===== config.mk =====
export PLATFORM = sky130hd
export DESIGN_NAME = priv_sreg_unit
export DESIGN_NICKNAME = d
export VERILOG_FILES = /design/src/rtl/priv_sreg_pkg.sv /design/src/rtl/priv_sreg_decode.sv /design/src/rtl/priv_sreg_state.sv /design/src/rtl/priv_sreg_tbwm.sv /design/src/rtl/priv_sreg_unit.sv
export SDC_FILE = /design/constraint.sdc
export NUM_CORES = 1
export LEC_CHECK = 0
export ABC_AREA = 1
export BUFFER_PORTS_ARGS = -buffer_cell sky130_fd_sc_hd__buf_4
export CORE_MARGIN = 1.5
export CORE_UTILIZATION = 49
export DETAILED_ROUTE_END_ITERATION = 12
export MAX_ROUTING_LAYER = met4
export PLACE_DENSITY = 0.84
export SLEW_MARGIN = 5
export SYNTH_ARGS = -nofsm -noshare
export SYNTH_HDL_FRONTEND = slang
export SYNTH_SLANG_ARGS = --single-unit
export TNS_END_PERCENT = 100

===== constraint.sdc =====
create_clock -name clk -period 1.62 [get_ports clk]
set_clock_uncertainty 0.05 [all_clocks]
set_input_delay 0.162 -clock clk [delete_from_list [all_inputs] [get_ports clk]]
set_output_delay 0.162 -clock clk [all_outputs]
set_load 0.1 [all_outputs]

===== src/rtl/priv_sreg_pkg.sv =====
package priv_sreg_pkg;

  localparam logic [1:0] OP_ARITH   = 2'd2;
  localparam logic [5:0] OP3_RD_ST  = 6'h29;
  localparam logic [5:0] OP3_RD_WM  = 6'h2A;
  localparam logic [5:0] OP3_RD_TB  = 6'h2B;
  localparam logic [5:0] OP3_WR_ST  = 6'h31;
  localparam logic [5:0] OP3_WR_WM  = 6'h32;
  localparam logic [5:0] OP3_WR_TB  = 6'h33;

  typedef enum logic [1:0] {
    SR_NONE = 2'd0,
    SR_ST   = 2'd1,
    SR_WM   = 2'd2,
    SR_TB   = 2'd3
  } sreg_sel_e;

  // low 14 bits of the state register, MSB first
  typedef struct packed {
    logic       cp_en;
    logic       fp_en;
    logic [3:0] irq_lvl;
    logic       sup;
    logic       prev_sup;
    logic       trap_en;
    logic [4:0] win;
  } st_fields_t;

endpackage


===== src/rtl/priv_sreg_decode.sv =====
module priv_sreg_decode
  import priv_sreg_pkg::*;
(
  input  logic        op_valid,
  input  logic [1:0]  op,
  input  logic [5:0]  op3,
  input  logic [4:0]  rd,
  input  logic [31:0] rs1_val,
  input  logic [31:0] rs2_val,
  input  logic        imm_sel,
  input  logic [12:0] simm13,
  output sreg_sel_e   rsel,
  output sreg_sel_e   wsel,
  output logic        rd_nonzero,
  output logic [31:0] wdata
);

  logic        fmt_hit;
  logic [31:0] operand2;

  assign fmt_hit    = op_valid && (op == OP_ARITH);
  assign operand2   = imm_sel ? {{19{simm13[12]}}, simm13} : rs2_val;
  assign wdata      = rs1_val ^ operand2;
  assign rd_nonzero = (rd != 5'd0);

  always_comb begin
    rsel = SR_NONE;
    wsel = SR_NONE;
    if (fmt_hit) begin
      unique case (op3)
        OP3_RD_ST: rsel = SR_ST;
        OP3_RD_WM: rsel = SR_WM;
        OP3_RD_TB: rsel = SR_TB;
        OP3_WR_ST: wsel = SR_ST;
        OP3_WR_WM: wsel = SR_WM;
        OP3_WR_TB: wsel = SR_TB;
        default: ;
      endcase
    end
  end

endmodule


===== src/rtl/priv_sreg_state.sv =====
module priv_sreg_state
  import priv_sreg_pkg::*;
#(
  parameter int         NUM_WINDOWS = 8,
  parameter logic [3:0] IMPL_ID     = 4'h3,
  parameter logic [3:0] VER_ID      = 4'h2
) (
  input  logic        clk,
  input  logic        rst_n,
  input  logic        we,
  input  logic [31:0] wdata,
  output logic        win_bad,
  output logic        sup,
  output logic [31:0] rdata
);

  localparam logic [5:0] NWIN_L = 6'(NUM_WINDOWS);

  st_fields_t st_q, st_d;

  assign win_bad = ({1'b0, wdata[4:0]} >= NWIN_L);
  assign sup     = st_q.sup;
  assign rdata   = {IMPL_ID, VER_ID, 10'b0, st_q};

  always_comb begin
    st_d = st_q;
    if (we) st_d = st_fields_t'(wdata[13:0]);
  end

  always_ff @(posedge clk or negedge rst_n) begin
    if (!rst_n) begin
      st_q     <= '0;
      st_q.sup <= 1'b1;
    end else begin
      st_q <= st_d;
    end
  end

  assert_state_load_R3: assert property (@(posedge clk) disable iff (!rst_n)
    we |=> (14'(st_q) == $past(wdata[13:0])));

  assert_win_in_range_R7: assert property (@(posedge clk) disable iff (!rst_n)
    ({1'b0, st_q.win} < NWIN_L));

endmodule


===== src/rtl/priv_sreg_tbwm.sv =====
module priv_sreg_tbwm #(
  parameter int NUM_WINDOWS = 8
) (
  input  logic        clk,
  input  logic        rst_n,
  input  logic        tb_we,
  input  logic        wm_we,
  input  logic [31:0] wdata,
  input  logic        trap_load,
  input  logic [7:0]  trap_type,
  output logic [31:0] tb_rdata,
  output logic [31:0] wm_rdata
);

  localparam logic [31:0] WM_MASK =
    (NUM_WINDOWS >= 32) ? '1 : ((32'd1 << NUM_WINDOWS) - 32'd1);

  logic [19:0] base_q, base_d;
  logic [7:0]  tt_q,   tt_d;
  logic [31:0] wm_q,   wm_d;

  assign tb_rdata = {base_q, tt_q, 4'b0000};
  assign wm_rdata = wm_q & WM_MASK;

  always_comb begin
    base_d = base_q;
    tt_d   = tt_q;
    wm_d   = wm_q;
    if (tb_we)     base_d = wdata[31:12];
    if (trap_load) tt_d   = trap_type;
    if (wm_we)     wm_d   = wdata;
  end

  always_ff @(posedge clk or negedge rst_n) begin
    if (!rst_n) begin
      base_q <= '0;
      tt_q   <= '0;
      wm_q   <= '0;
    end else begin
      base_q <= base_d;
      tt_q   <= tt_d;
      wm_q   <= wm_d;
    end
  end

  assert_base_load_R4: assert property (@(posedge clk) disable iff (!rst_n)
    tb_we |=> (base_q == $past(wdata[31:12])));

  assert_tt_kept_R4: assert property (@(posedge clk) disable iff (!rst_n)
    !trap_load |=> $stable(tt_q));

  assert_tt_trap_R5: assert property (@(posedge clk) disable iff (!rst_n)
    trap_load |=> (tt_q == $past(trap_type)));

  assert_mask_store_R2: assert property (@(posedge clk) disable iff (!rst_n)
    wm_we |=> (wm_q == $past(wdata)));

endmodule


===== src/rtl/priv_sreg_unit.sv =====
module priv_sreg_unit
  import priv_sreg_pkg::*;
#(
  parameter int         NUM_WINDOWS = 8,
  parameter logic [3:0] IMPL_ID     = 4'h3,
  parameter logic [3:0] VER_ID      = 4'h2
) (
  input  logic        clk,
  input  logic        rst_n,
  input  logic        op_valid,
  input  logic [1:0]  op,
  input  logic [5:0]  op3,
  input  logic [4:0]  rd,
  input  logic [31:0] rs1_val,
  input  logic [31:0] rs2_val,
  input  logic        imm_sel,
  input  logic [12:0] simm13,
  input  logic        trap_load,
  input  logic [7:0]  trap_type,
  output logic [31:0] rd_data,
  output logic        rd_wen,
  output logic        illegal,
  output logic        priv_viol
);

  localparam logic [31:0] WM_MASK =
    (NUM_WINDOWS >= 32) ? '1 : ((32'd1 << NUM_WINDOWS) - 32'd1);

  sreg_sel_e   rsel, wsel;
  logic        rd_nz, win_bad, sup, wr_ok;
  logic [31:0] wdata, st_rdata, tb_rdata, wm_rdata;

  priv_sreg_decode u_dec (
    .op_valid  (op_valid),
    .op        (op),
    .op3       (op3),
    .rd        (rd),
    .rs1_val   (rs1_val),
    .rs2_val   (rs2_val),
    .imm_sel   (imm_sel),
    .simm13    (simm13),
    .rsel      (rsel),
    .wsel      (wsel),
    .rd_nonzero(rd_nz),
    .wdata     (wdata)
  );

  assign priv_viol = !sup && ((rsel != SR_NONE) || (wsel != SR_NONE));
  assign illegal   = sup && (wsel != SR_NONE) &&
                     (rd_nz || ((wsel == SR_ST) && win_bad));
  assign wr_ok     = sup && (wsel != SR_NONE) && !illegal;

  priv_sreg_state #(
    .NUM_WINDOWS(NUM_WINDOWS),
    .IMPL_ID    (IMPL_ID),
    .VER_ID     (VER_ID)
  ) u_state (
    .clk    (clk),
    .rst_n  (rst_n),
    .we     (wr_ok && (wsel == SR_ST)),
    .wdata  (wdata),
    .win_bad(win_bad),
    .sup    (sup),
    .rdata  (st_rdata)
  );

  priv_sreg_tbwm #(
    .NUM_WINDOWS(NUM_WINDOWS)
  ) u_tbwm (
    .clk      (clk),
    .rst_n    (rst_n),
    .tb_we    (wr_ok && (wsel == SR_TB)),
    .wm_we    (wr_ok && (wsel == SR_WM)),
    .wdata    (wdata),
    .trap_load(trap_load),
    .trap_type(trap_type),
    .tb_rdata (tb_rdata),
    .wm_rdata (wm_rdata)
  );

  always_comb begin
    rd_wen  = sup && (rsel != SR_NONE);
    rd_data = '0;
    if (rd_wen) begin
      unique case (rsel)
        SR_ST:   rd_data = st_rdata;
        SR_WM:   rd_data = wm_rdata;
        SR_TB:   rd_data = tb_rdata;
        default: rd_data = '0;
      endcase
    end
  end

  assert_no_leak_R9: assert property (@(posedge clk) disable iff (!rst_n)
    priv_viol |-> (!rd_wen && (rd_data == 32'd0) && !illegal));

  assert_priv_hold_R9: assert property (@(posedge clk) disable iff (!rst_n)
    priv_viol |=> ($stable(st_rdata) && $stable(wm_rdata)));

  assert_illegal_hold_R7: assert property (@(posedge clk) disable iff (!rst_n)
    illegal |=> ($stable(st_rdata) && $stable(wm_rdata)));

  assert_mask_read_R6: assert property (@(posedge clk) disable iff (!rst_n)
    (rd_wen && (rsel == SR_WM)) |-> ((rd_data & ~WM_MASK) == 32'd0));

endmodule


* Word level (Yosys, flattened, before mapping)
Cells that the tools add are included.
** Word-level totals
- Register bits :: 50
- Input bits :: 103
- Output and inout bits :: 35
- Word-level logic and storage cells :: 49
** Operators by class
- Magnitude comparators :: 1
- Equality and inequality tests :: 13
- Multiplexer cells :: 7
- Bitwise logic cells :: 1
- Reductions and logical operators :: 17
** Operator list (number)
- 32-bit one-hot mux with 3 select lines :: 1
- 32-bit 2-to-1 mux :: 2
- 6-bit == test (second input constant) :: 6
- 32-bit XOR :: 1
- 2-bit one-hot mux with 3 select lines :: 2
- 2-bit == test (second input constant) :: 5
- 1-bit logical AND :: 10
- 5-bit by 4-bit greater-or-equal comparator with 1-bit output (second input constant) :: 1
- 5-bit nonzero test :: 1
- 2-bit by 1-bit == test with 1-bit output (second input constant) :: 2
- 2-bit 2-to-1 mux :: 2
- 2-bit nonzero test :: 2
- 1-bit zero test :: 2
- 1-bit logical OR :: 2

* Depth between registers and ports, before layout
- Depth after elaboration :: 10
- Depth in mapped cells :: 11
- Depth with buffers taken out :: 9

* By module
A second synthesis with hierarchy kept.
** Second synthesis, totals
- Cell total of the unflattened synthesis :: 728
- Area total of the unflattened synthesis :: 4344.2 um^2
** Modules (own cells, without submodules)
- priv_sreg_tbwm :: times used 1, cells each 182, area an instance 1584.0 um^2, seq. area each 900.9 um^2
- priv_sreg_unit :: times used 1, cells each 233, area an instance 1139.8 um^2, seq. area each 0.0 um^2
- priv_sreg_decode :: times used 1, cells each 232, area an instance 932.1 um^2, seq. area each 0.0 um^2
- priv_sreg_state :: times used 1, cells each 81, area an instance 688.2 um^2, seq. area each 351.6 um^2

* Least setup slack after synthesis
OpenSTA, ideal clock, no wires.
- Path type :: input to output
- Start :: input port op[0]
- End :: output port rd_data[7]
- Arrival time :: 3.084 ns
- Required time :: 1.408 ns
- Path slack :: -1.676 ns
- Stages on the path :: 7
- Buffers on the path :: 0
- Path through :: inv_1 > nand3_2 > inv_1 > nand3_1 > nand2_1 > nand2_1 > a211oi_1
** On the way
- Word-level cells in the longest chain between the ends :: 6
- Elaborated cells between the ends (all ways) :: 10
- Classes of those cells :: eq/ne (4); mux (3); reduce/logical (3)
** Ends and longest elaborated chain
- start: declaration :: RTL line priv_sreg_unit.sv:11 : input logic [1:0] op,
- 2-bit == test (*) :: RTL line priv_sreg_decode.sv:21 : assign fmt_hit = op_valid && (op == OP_ARITH);
- 1-bit logical AND (*) :: RTL line priv_sreg_decode.sv:21
- 2-bit 2-to-1 mux (*) :: RTL line priv_sreg_decode.sv:29 : if (fmt_hit) begin
- 2-bit == test, or another cell as far along :: RTL line priv_sreg_unit.sv:85 : unique case (rsel)
- 32-bit one-hot mux with 3 select lines or 1-bit logical AND (tied branches) :: RTL line priv_sreg_unit.sv:85, priv_sreg_unit.sv:82
- 32-bit 2-to-1 mux (*) :: RTL line priv_sreg_unit.sv:84 : if (rd_wen) begin
- end: declaration :: RTL line priv_sreg_unit.sv:20 : output logic [31:0] rd_data,
Mark *: on every way between the ends. The rest lies on a longest branch, timed or not.

* Worst setup path after layout
- Start :: input port op3[2]
- End :: output port rd_data[13]
** On the way
- Word-level cells in the longest chain between the ends :: 6
- Elaborated cells between the ends (all ways) :: 12
- Classes of those cells :: eq/ne (6); mux (4); reduce/logical (2)
** Ends and longest elaborated chain
- start: declaration :: RTL line priv_sreg_unit.sv:12 : input logic [5:0] op3,
- 6-bit == test :: RTL line priv_sreg_decode.sv:30 : unique case (op3)
- 2-bit one-hot mux with 3 select lines (*) :: RTL line priv_sreg_decode.sv:30
- 2-bit 2-to-1 mux (*) :: RTL line priv_sreg_decode.sv:29
- 2-bit == test, or another cell as far along :: RTL line priv_sreg_unit.sv:85
- 32-bit one-hot mux with 3 select lines or 1-bit logical AND (tied branches) :: RTL line priv_sreg_unit.sv:85, priv_sreg_unit.sv:82
- 32-bit 2-to-1 mux (*) :: RTL line priv_sreg_unit.sv:84
Marked as above.

==> flow_summary.toml <==
[place]
gpl.final_weighted_congestion = 0.811
port-buffer-count = 137
detailedPlace.worstSlack_ns = -0.251
dp.cells = 729
dp_hpwl_mm = 7.88
dpl_cell_area_sq_mm = 0.00514

[pwr]
power.leakage_nw = 2.94
p_int_mw = 2.02
totalPowerFinal_mw = 2.79
share_clk_of_total_power_pct = 32.9
switching_power_mw = 0.773
cellPowerDensity_mw_per_mm2 = 470
seqPwrFrac_pct = 45.7
sw_frac_of_total_pct = 27.7
power.combinational.fraction_pct = 21.4
vdd_drop_max_uv = 498

[yosys]
simple_gate_fraction_of_synth_area_pct = 39.2
synth_compound_gate_area_share_pct = 5.68
synth-seq-area-share_pct = 36.4
synth.area.mux_share_pct = 1.64
syn-mean-instance-area_sq_um = 7.10
synth_top_family_by_area = "simple AND/OR/NAND/NOR gates"
synth_fp_nets = 587
arithmetic_cell_share_of_the_synthesized_area_counting_full_adders_half_adders_and_majority_gates_pct = 0
synth_cell_type_count = 31
yosys_warnings = 0
synth.ff_latch_count = 50
post_synthesis_xor_xnor_area_fraction_pct = 7.64
synth_cells = 484
syn_area_sq_mm = 0.00344

[timing]
slew_viol_final = 0
finalWorstPathRequiredPeriod_ns = 1.81
timing.slew.headroom_pct = 56.0
rsz0062_at_grt = "yes"
timing_worst_slew_pin_value_ns = 0.659
timing.final.setup_violations = 42
tns_ns = -5.00
final_hold_viol_count = 0
finalCritPeriodShare_pct = 112
fmax_mhz = 552
finalHoldWorstSlack_ns = 0.0159
setup_slack_ns = -0.192

[clock_tree]
clkLatencyLatePin_ns = 0.30
clk_root_buffer_cell = "sky130_fd_sc_hd__clkbuf_8"
clock_tree.buffer_depth = 2
tritoncts_clock_tree = "built"
cts_made_buffers = 5
cts_num_sinks = 50
clk_pin_slew_ns = 0.10
htreeDepth = 2

[setup_path]
arrival_ns = 1.60
critical_path.max_fanout = 21
cp_data_required_time_ns = 1.41
criticalPathCategory = "primary input to output port"
crit_path_capture_type = "output port"
start_kind = "primary input"

[global_route]
gr-usage-all-layers_pct = 34.2
number_of_global_route_vias_before_repair = 4156
maximum_number_of_pins_on_one_net_before_global_route_repair = 51
grt_first_pass_wirelength_mm = 19.4
globalRoute.totalOverflow = 0
grt_antenna_before_repair = 0

[final_layout]
design_area_sq_mm = 0.00594
final_cells = 749
fin_util_pct = 87.5
antennaDiodeCount = 0
layout-area-overhead-vs-synth_pct = 73.0
nNetsFinal = 755
share_of_cells_above_drive_strength_1_pct = 44.0

[run_status]
status = "finished with violations"
violations = "negative setup slack"

[drt]
detail_route.first_pass.iterations = 6
drtAntennaViolNets = 0
route.detailed.vias_per_inst = 5.75
route.vias.total = 4305
drc = 0
wl_per_cell_microns = 18.5
first_iter_violations = 370
wirelength_mm = 13.9

[job]
max_cap_violations = 0

[die]
rows = 30
floorplan.die_area_sq_mm = 0.00753
core-area_sq_mm = 0.00679
pin_count = 138
die_height_microns = 86.8
initial_utilization_pct = 50.6
dieWidth_microns = 86.8

[min_path]
worstHoldPathType = "primary input to flop"
what timing repair did:
item                                    CTS  global route
resized for setup                       117            23
hold buffers                              1             0
pin swaps                                 6             6
setup buffers                             5             3
endpoints found under the setup margin   55            74
gates cloned                              2             1
endpoints found under the hold margin    49             0
cell type report:
| class | instances | area [sq um] |
|---|---|---|
| well taps | 96 | 120 |
| fillers | 332 | 850 |
| multi-input cells | 370 | 2300 |
| repair buffers | 185 | 1970 |
| flip-flops and latches | 50 | 1250 |
| clock inverters | 3 | 43.8 |
| inverters | 40 | 185 |
| clock buffers | 5 | 68.8 |
metal layers:
metal / GRT usage, % / part of all wire (%)
met2: 60.7 / 51
met1: 37.2 / 35
met5: - / 0
met4: 17.7 / 5.5
met3: 4.57 / 8.4
worst max-delay path, stage by stage:
cell and delay [ns]:
sky130_fd_sc_hd__buf_4 0.13, sky130_fd_sc_hd__nor3_4 0.28, sky130_fd_sc_hd__nand2_4 0.12, sky130_fd_sc_hd__inv_4 0.08, sky130_fd_sc_hd__nand2_4 0.05, sky130_fd_sc_hd__inv_2 0.08, sky130_fd_sc_hd__buf_12 0.17, sky130_fd_sc_hd__nand2_1 0.14
sky130_fd_sc_hd__a21oi_4 0.18, sky130_fd_sc_hd__buf_12 0.19
power groups by stage:
stage	Clock, mW	Combinational, mW	Sequential (mW)
2_1_floorplan	0	0.252	1.30
3_3_place_gp	0	0.537	1.30
3_5_place_dp	0	0.554	1.30
4_1_cts	0.901	0.569	1.28
5_1_grt	0.967	0.649	1.28
6_report	0.919	0.599	1.28
cell usage after synthesis, drive strengths merged:
library cell,number,share of area [%]
o2111ai,1,0.25
nand3,14,3.0
dfstp,1,0.76
nand2,217,24
o211ai,4,0.87
a31oi,1,0.18
clkinv,1,0.11
nor3,6,0.87
buf,19,4.3
a21oi,11,1.9
o21ai,10,2.2
inv,39,4.3
clkbuf,6,0.66
dfrtp,49,36
nor2,33,4.0
nand4,35,6.6
nand3b,1,0.58
xor2,30,7.6
mux2,5,1.6
a211oi,1,0.22
placed cells by master (no fill, tap or decap), types with 11 or more instances in the layout:
| master | netlist | routed |
|---|---|---|
| sky130_fd_sc_hd__nand2_2 | 7 | 16 |
| sky130_fd_sc_hd__xor2_1 | 30 | 30 |
| sky130_fd_sc_hd__nor2_4 | 1 | 23 |
| sky130_fd_sc_hd__buf_4 | 3 | 130 |
| sky130_fd_sc_hd__dfrtp_1 | 49 | 49 |
| sky130_fd_sc_hd__nand4_1 | 34 | 34 |
| sky130_fd_sc_hd__buf_6 | 7 | 11 |
| sky130_fd_sc_hd__nand2_1 | 210 | 196 |
| sky130_fd_sc_hd__a21oi_4 | 1 | 11 |
| sky130_fd_sc_hd__buf_12 | 0 | 40 |
| sky130_fd_sc_hd__inv_1 | 38 | 30 |
registers in the layout (all words and copies together), names as in the netlist:
register / cells
u_tbwm.base_q: 20
u_tbwm.wm_q: 8
u_tbwm.tt_q: 8
u_state.rdata: 13
u_state.sup: 1
worst paths after layout:
check                      slack [ns]  cells after the start           endpoint              from
setup / recovery                -0.19                     10        rd_data[13]            op3[2]
max in group asynchronous        0.69                      2  u_tbwm.base_q[14]             rst_n
setup reg to reg                -0.09                      6  u_tbwm.base_q[19]       u_state.sup
hold / removal                   0.02                      3     u_tbwm.tt_q[2]      trap_type[2]
min in group asynchronous        0.38                      2  u_tbwm.base_q[13]             rst_n
hold reg to reg                  0.43                      2   u_tbwm.base_q[6]  u_tbwm.base_q[6]
logic make-up (layout without fill, tap and decap cells):
| group | count (synthesis) | count (layout) |
|---|---|---|
| flip-flops | 50 | 50 |
| multiplexers | 5 | 5 |
| AO/OA/AOI/OAI | 28 | 28 |
| XOR/XNOR | 30 | 30 |
| buffers and inverters | 65 | 233 |
| AND/OR/NAND/NOR | 306 | 307 |
Power figures use the tool's default switching activity.
